[config.mk]
export PLATFORM = sky130hd
export DESIGN_NAME = tdm_pair_extractor
export DESIGN_NICKNAME = d
export VERILOG_FILES = /design/src/rtl/tdm_x_pkg.sv /design/src/rtl/tdm_frame_tracker.sv /design/src/rtl/tdm_pair_capture.sv /design/src/rtl/stereo_serializer.sv /design/src/rtl/tdm_pair_extractor.sv
export SDC_FILE = /design/constraint.sdc
export NUM_CORES = 1
export LEC_CHECK = 0
export ABC_AREA = 1
export ABC_CLOCK_PERIOD_IN_PS = 5800
export CORE_AREA = 5 5 115 117
export DETAILED_ROUTE_END_ITERATION = 8
export DIE_AREA = 0 0 120 122
export DONT_BUFFER_PORTS = 1
export HOLD_SLACK_MARGIN = 0.03
export PLACE_DENSITY_LB_ADDON = 0.2
export SLEW_MARGIN = 0
export SYNTH_ARGS = -nofsm -noshare
export SYNTH_HDL_FRONTEND = slang
export SYNTH_SLANG_ARGS = --single-unit
[constraint.sdc]
create_clock -name clk -period 5.8 [get_ports clk]
set_input_delay 0.87 -clock clk [delete_from_list [all_inputs] [get_ports clk]]
set_output_delay 0.87 -clock clk [all_outputs]
set_load 0.02 [all_outputs]
[src/rtl/tdm_x_pkg.sv]
package tdm_x_pkg;

    localparam int ADC_LINES = 4;
    localparam int TDM_LINE  = 1;

    typedef struct packed {
        logic [2:0] pick;
        logic       ext_clk;
        logic       i2s;
    } route_cfg_t;

    localparam route_cfg_t CFG_RESET = '{pick: 3'b100, ext_clk: 1'b1, i2s: 1'b0};

    function automatic logic pick_is_slot(input logic [2:0] pick);
        return pick[2];
    endfunction

    function automatic logic [1:0] pick_line(input logic [2:0] pick);
        case (pick[1:0])
            2'd0:    return 2'd0;
            2'd1:    return 2'd2;
            2'd2:    return 2'd3;
            default: return 2'd1;
        endcase
    endfunction

endpackage

[src/rtl/tdm_frame_tracker.sv]
module tdm_frame_tracker
    import tdm_x_pkg::*;
#(
    parameter int FRAME_BITS = 256,
    localparam int POS_W = $clog2(FRAME_BITS)
) (
    input  logic             clk,
    input  logic             rst,
    input  logic             fs,
    input  route_cfg_t       cfg_in,
    output logic [POS_W-1:0] pos,
    output route_cfg_t       cfg_eff,
    output logic             frame_last
);

    logic [POS_W-1:0] cnt_q;
    route_cfg_t       cfg_q;

    always_comb begin
        if (fs)
            pos = '0;
        else if (cnt_q == POS_W'(FRAME_BITS - 1))
            pos = '0;
        else
            pos = cnt_q + 1'b1;
    end

    assign frame_last = (pos == POS_W'(FRAME_BITS - 1));
    assign cfg_eff    = (pos == '0) ? cfg_in : cfg_q;

    always_ff @(posedge clk) begin
        if (rst) begin
            cnt_q <= '0;
            cfg_q <= CFG_RESET;
        end else begin
            cnt_q <= pos;
            cfg_q <= cfg_eff;
        end
    end


    fs_align_chk: assert property (@(posedge clk) disable iff (rst)
        fs |=> (cnt_q == '0));


    pos_step_chk: assert property (@(posedge clk) disable iff (rst)
        (!fs && cnt_q != POS_W'(FRAME_BITS - 1)) |=> (cnt_q == $past(cnt_q) + 1'b1));


    cfg_hold_chk: assert property (@(posedge clk) disable iff (rst)
        (pos != '0) |=> (cfg_q == $past(cfg_q)));

endmodule

[src/rtl/tdm_pair_capture.sv]
module tdm_pair_capture #(
    parameter int FRAME_BITS = 256,
    parameter int SLOTS      = 4,
    parameter int WORD_BITS  = 32,
    localparam int POS_W     = $clog2(FRAME_BITS),
    localparam int SLOT_W    = $clog2(SLOTS),
    localparam int PAIR_BITS = 2 * WORD_BITS
) (
    input  logic                 clk,
    input  logic                 rst,
    input  logic                 din,
    input  logic [POS_W-1:0]     pos,
    input  logic [SLOT_W-1:0]    slot,
    input  logic                 enable,
    input  logic                 frame_last,
    output logic [PAIR_BITS-1:0] pair,
    output logic                 prev_lsb
);

    localparam int SLOT_LEN = FRAME_BITS / SLOTS;

    logic [SLOT_W-1:0]    cur_slot;
    logic                 in_slot;
    logic [PAIR_BITS-1:0] shift_q, shift_next, hold_q;
    logic                 prev_q;

    assign cur_slot   = SLOT_W'(pos / POS_W'(SLOT_LEN));
    assign in_slot    = enable && (cur_slot == slot);
    assign shift_next = in_slot ? {shift_q[PAIR_BITS-2:0], din} : shift_q;

    always_ff @(posedge clk) begin
        if (rst) begin
            shift_q <= '0;
            hold_q  <= '0;
            prev_q  <= 1'b0;
        end else begin
            shift_q <= shift_next;
            if (frame_last) begin
                prev_q <= hold_q[0];
                if (enable)
                    hold_q <= shift_next;
            end
        end
    end

    assign pair     = hold_q;
    assign prev_lsb = prev_q;


    hold_frame_chk: assert property (@(posedge clk) disable iff (rst)
        !frame_last |=> $stable(hold_q));


    prev_frame_chk: assert property (@(posedge clk) disable iff (rst)
        !frame_last |=> $stable(prev_q));

endmodule

[src/rtl/stereo_serializer.sv]
module stereo_serializer #(
    parameter int FRAME_BITS = 256,
    parameter int WORD_BITS  = 32,
    localparam int POS_W     = $clog2(FRAME_BITS),
    localparam int PAIR_BITS = 2 * WORD_BITS,
    localparam int BIT_W     = $clog2(PAIR_BITS),
    localparam int DIV       = FRAME_BITS / PAIR_BITS,
    localparam int SUB_W     = $clog2(DIV)
) (
    input  logic [POS_W-1:0]     pos,
    input  logic [PAIR_BITS-1:0] pair,
    input  logic                 prev_lsb,
    input  logic                 i2s,
    output logic                 sdata,
    output logic                 lrck,
    output logic                 sclk
);

    logic [BIT_W-1:0] bit_idx, lj_idx, i2s_idx;
    logic [SUB_W-1:0] sub;

    assign bit_idx = BIT_W'(pos / POS_W'(DIV));
    assign sub     = SUB_W'(pos % POS_W'(DIV));
    assign lj_idx  = BIT_W'(PAIR_BITS - 1) - bit_idx;
    assign i2s_idx = lj_idx + 1'b1;

    assign sclk = (sub >= SUB_W'(DIV / 2));
    assign lrck = (bit_idx >= BIT_W'(WORD_BITS));

    always_comb begin
        if (!i2s)
            sdata = pair[lj_idx];
        else if (bit_idx == '0)
            sdata = prev_lsb;
        else
            sdata = pair[i2s_idx];
    end

endmodule

[src/rtl/tdm_pair_extractor.sv]
module tdm_pair_extractor
    import tdm_x_pkg::*;
#(
    parameter int FRAME_BITS = 256,
    parameter int SLOTS      = 4,
    parameter int WORD_BITS  = 32
) (
    input  logic                 clk,
    input  logic                 rst,
    input  logic                 tdm_fs,
    input  logic [ADC_LINES-1:0] adc_sd,
    input  logic                 adc_lrck,
    input  logic                 adc_sclk,
    input  logic [2:0]           pick_sel,
    input  logic                 clk_ext,
    input  logic                 fmt_i2s,
    output logic                 tx_sdata,
    output logic                 tx_lrck,
    output logic                 tx_sclk
);

    localparam int POS_W     = $clog2(FRAME_BITS);
    localparam int SLOT_W    = $clog2(SLOTS);
    localparam int PAIR_BITS = 2 * WORD_BITS;

    route_cfg_t           cfg_in, cfg_eff;
    logic [POS_W-1:0]     pos;
    logic                 frame_last;
    logic [PAIR_BITS-1:0] pair;
    logic                 prev_lsb;
    logic                 gen_sdata, gen_lrck, gen_sclk;
    logic                 pass_bit;

    assign cfg_in = '{pick: pick_sel, ext_clk: clk_ext, i2s: fmt_i2s};

    tdm_frame_tracker #(.FRAME_BITS(FRAME_BITS)) u_track (
        .clk        (clk),
        .rst        (rst),
        .fs         (tdm_fs),
        .cfg_in     (cfg_in),
        .pos        (pos),
        .cfg_eff    (cfg_eff),
        .frame_last (frame_last)
    );

    tdm_pair_capture #(
        .FRAME_BITS (FRAME_BITS),
        .SLOTS      (SLOTS),
        .WORD_BITS  (WORD_BITS)
    ) u_cap (
        .clk        (clk),
        .rst        (rst),
        .din        (adc_sd[TDM_LINE]),
        .pos        (pos),
        .slot       (SLOT_W'(cfg_eff.pick[1:0])),
        .enable     (pick_is_slot(cfg_eff.pick)),
        .frame_last (frame_last),
        .pair       (pair),
        .prev_lsb   (prev_lsb)
    );

    stereo_serializer #(
        .FRAME_BITS (FRAME_BITS),
        .WORD_BITS  (WORD_BITS)
    ) u_ser (
        .pos      (pos),
        .pair     (pair),
        .prev_lsb (prev_lsb),
        .i2s      (cfg_eff.i2s),
        .sdata    (gen_sdata),
        .lrck     (gen_lrck),
        .sclk     (gen_sclk)
    );

    assign pass_bit = adc_sd[pick_line(cfg_eff.pick)];

    always_ff @(posedge clk) begin
        if (rst) begin
            tx_sdata <= 1'b0;
            tx_lrck  <= 1'b0;
            tx_sclk  <= 1'b0;
        end else begin
            tx_sdata <= pick_is_slot(cfg_eff.pick) ? gen_sdata : pass_bit;
            tx_lrck  <= cfg_eff.ext_clk ? gen_lrck : adc_lrck;
            tx_sclk  <= cfg_eff.ext_clk ? gen_sclk : adc_sclk;
        end
    end


    adc_clk_pass_chk: assert property (@(posedge clk) disable iff (rst)
        !cfg_eff.ext_clk |=> (tx_sclk == $past(adc_sclk) && tx_lrck == $past(adc_lrck)));


    tdm_line_pass_chk: assert property (@(posedge clk) disable iff (rst)
        (cfg_eff.pick == 3'b011) |=> (tx_sdata == $past(adc_sd[TDM_LINE])));


    gen_lrck_left_chk: assert property (@(posedge clk) disable iff (rst)
        (cfg_eff.ext_clk && pos == '0) |=> !tx_lrck);

endmodule

==> impl_summary.log <==
INFO  metric ioPinCount = 17
INFO  metric cts-htree-levels = 4
INFO  metric slack_of_the_worst_reg_to_reg_path = 1.10 ns
INFO  metric clock_transition_at_the_register_clock_pins_on_the_worst_setup_and_hold_paths_after_cts = 0.06 ns
INFO  metric reg_to_reg_end = u_cap.pair[10]$_SDFFE_PP0P_
INFO  metric maxcap_viol_count = 0
INFO  metric wire_per_inst = 15.0 microns
INFO  metric min_path_cells = 2
INFO  metric finalWeightedCongestion = 0.937
INFO  metric synthArstFlopShare = 0%
INFO  metric post_cts.repair.setup_buffers = 0
INFO  metric postSynth.topFlopCell = dfxtp_1
INFO  metric dp.final_hpwl = 10700 microns
INFO  metric synth_nets = 1177
INFO  metric multi_input_comb_area = 0.00380 sq mm
INFO  metric routed_wirelength = 19000 microns
INFO  metric port_buffers = 0
INFO  metric synth.ff_latch_count = 145
INFO  metric worst_margin_pin_slew = 1.15 ns
INFO  metric fin_area = 0.00816 sq mm
INFO  metric vdd.ir_drop.worst = 0.177 mV
INFO  metric yosysTopAreaCellShare = 38.0%
INFO  metric netlist_top_cells_area = dfxtp_1 (38%), nand2_1 (15%), a21oi_1 (8.3%)
INFO  metric status = complete, no violations
INFO  metric r2r_start = u_track.cnt_q[0]$_SDFF_PP0_
INFO  metric globalRouteOverflowTotal = 0
INFO  metric crit_path_start = u_track.cnt_q[0]$_SDFF_PP0_
INFO  metric design.die.area = 0.0146 sq mm
INFO  metric unrepaired_setup_endpoints_after_global_routing = no
INFO  metric synthCells = 1161
INFO  metric max-clock-path-buffers = 2
INFO  metric final_antenna_net_count = 0
INFO  metric critPathArrivalTime = 5.07 ns
INFO  metric die_y_extent = 122 microns
INFO  metric min_path_type = reg2reg
INFO  metric grt_pass1_wl = 32300 microns
INFO  metric initial_antenna_violation_count = 0
INFO  metric crit_fanout = 64
INFO  metric ff2ff_path_depth = 20
INFO  metric flow.area_growth_from_synthesis = 6.81%
INFO  metric grt_use_total = 27.1%
INFO  metric post-route-period-util = 81.0%
INFO  metric grt_start_max_net_pins = 139
INFO  metric finalSetupViolCount = 0
INFO  metric criticalPathCategory = reg2reg
INFO  metric antenna_cells = 0
INFO  metric yosys_warnings = 0
INFO  metric coreArea = 0.0123 sq mm
INFO  metric post_route_cells_drive_above_1_share = 5.63%
INFO  metric timing_hold_violations_final = 0
INFO  metric register_area = 0.00290 sq mm
INFO  metric timing.critical_path.from_type = flop
INFO  metric powerDensity = 278 mW/mm^2
INFO  metric min_delay_worst_endpoint = u_cap.shift_q[63]$_SDFF_PP0_
INFO  metric post_synth_instance_area = 0.00764 sq mm
INFO  metric grt_pass1_vias = 6905
INFO  metric firstDrtPassIters = 5
INFO  metric drc = 0
INFO  metric critical_path_required = 6.18 ns
INFO  metric total_power = 2270 uW
INFO  metric fin_setup_tns = 0 ns
INFO  metric initial_core_util = 62.3%
INFO  metric power.static_leakage = 0.00351 uW
INFO  metric synth_enable_flop_cells = 0
INFO  metric final.min_clock_period = 4.70 ns
INFO  metric final_net_count = 1124
INFO  metric endpoint_kind = flop
INFO  metric routed_via_density = 5.88
INFO  metric min-delay-start = u_cap.shift_q[63]$_SDFF_PP0_
INFO  metric cts_hold_repair.buffers = 0
INFO  metric fin_skew = 0.00600 ns
INFO  metric yosys.cell_types.count = 34
INFO  metric synthDominantAreaCellType = dfxtp_1
INFO  metric die_w = 120 microns
INFO  metric post_cts_resize_count = 0
INFO  metric tritoncts = done
INFO  metric max-slew-margin-rel = 23.2%
INFO  metric postPlaceCellArea = 0.00754 sq mm
INFO  metric cts_buffers = 17
INFO  metric tritoncts_num_sinks = 145
INFO  metric synth-seq-area-share = 38.0%
INFO  metric syn-mean-instance-area = 6.58 sq um
INFO  metric worstSkewPairLatency = 0.43 ns
INFO  metric fillCellCount = 1125
INFO  metric ctsRootBufferMaster = clkbuf_16
INFO  metric fmax = 213 MHz
INFO  metric dr.first_iter.drc_count = 655
INFO  metric rows = 41
INFO  metric final-max-slew-violation-count = 0
INFO  metric vias = 7464
[layer usage]
metal	global-route usage (%)	share of wire, %	vias to the layer above
met1	34.5	44	3411
met3	6.08	7.0	49
li1	-	-	3724
met5	0	0	-
met4	12.0	2.5	0
met2	44.1	46	280
[cell type report]
type / count / area share [%]
clock buffers: 21 / 5.64
well taps: 150 / 2.30
clock inverters: 10 / 1.95
flip-flops and latches: 145 / 35.6
repair buffers: 10 / 0.920
multi-input cells: 781 / 46.6
inverters: 153 / 7.03
[layout by cell type, fill, tap and decap left out, drive strengths merged]
master,synthesis,routed
a21o,1,1
clkinv,0,4
xor2,2,2
and2,1,1
bufinv,0,4
clkinvlp,0,2
o21ai,39,39
a21boi,2,2
buf,39,10
a211oi,2,2
nand3b,3,3
nor3,1,1
ha,2,2
nand4,99,99
dfxtp,145,145
nand2,306,306
nor4,1,1
nor2,50,50
inv,153,153
nand3,129,129
o211ai,12,12
o21a,5,5
a21oi,126,126
clkbuf,43,21
[cells in the mapped netlist (all sizes together), types with 2 or more instances]
cell type / number
buf: 39
o21a: 5
dfxtp: 145
a21boi: 2
o211ai: 12
xor2: 2
nand4: 99
inv: 153
ha: 2
clkbuf: 43
a21oi: 126
nand2: 306
nand3b: 3
nand3: 129
a211oi: 2
o21ai: 39
nor2: 50
[where the power goes]
part | total (uW) | internal (uW) | leakage [uW] | switching (uW)
clock network | 1150 | 737 | 0.000299 | 416
registers | 1010 | 1000 | 0.00117 | 4.66
logic | 113 | 20.6 | 0.00204 | 92.4
total | 2270 | 1760 | 0.00351 | 513
[worst max-delay path: stages (launching register included)]
cell and delay, ns:
dfxtp_1 0.35, ha_1 0.26, nand2_2 0.56, nor2_1 0.10
nand2_1 0.15, nand4_1 0.49, ha_1 0.43, nand2_1 0.09
inv_1 0.10, nand2_4 0.11, nor2_8 0.06, nand2_4 0.11
nand2_1 0.10, nand3_1 0.09, nand2_2 0.39, nand3_2 0.20
buf_4 0.57, nand2_1 0.20, nand3_1 0.13, nand2_1 0.06
inv_1 0.04
[per-stage QoR]
step / util (%) / std cells / hold WS, ns / setup WS [ns]
after CTS: 66.6 / 1270 / 0.479 / 1.24
after global placement: 61.5 / 1239 / 0.459 / 1.45
final: 66.6 / 1270 / 0.481 / 1.10
after detailed placement: 61.5 / 1239 / 0.471 / 1.30
after global routing: 66.6 / 1270 / 0.496 / 0.816
after floorplan: - / 1161 / 0.448 / 2.28
[sequential cells by signal, summed over array words and instances (netlist names)]
signal and cells:
tx_lrck 1, u_cap.pair 64, tx_sclk 1, u_track.cfg_q 5, u_track.cnt_q 8, u_cap.prev_lsb 1, tx_sdata 1, u_cap.shift_q 64
[worst max path at each step]
stage	to	slack [ns]	depth (start not counted)
6_report	u_cap.pair[10]$_SDFFE_PP0P_	1.10	20
5_1_grt	u_cap.pair[29]$_SDFFE_PP0P_	0.82	20
4_1_cts	u_cap.pair[17]$_SDFFE_PP0P_	1.24	20
3_5_place_dp	u_cap.pair[25]$_SDFFE_PP0P_	1.30	20
3_3_place_gp	u_cap.pair[52]$_SDFFE_PP0P_	1.45	20
2_1_floorplan	tx_sdata$_SDFF_PP0_	2.28	23
[cell families after synthesis]
kind of cell	share of synthesized area (%)
AO/OA/AOI/OAI	13.2
XOR/XNOR	0.229
adder cells (fa/ha/maj)	0.327
buffers and inverters	12.5
flip-flops	38.0
AND/OR/NAND/NOR	35.8
(Power assumes the default switching activity.)
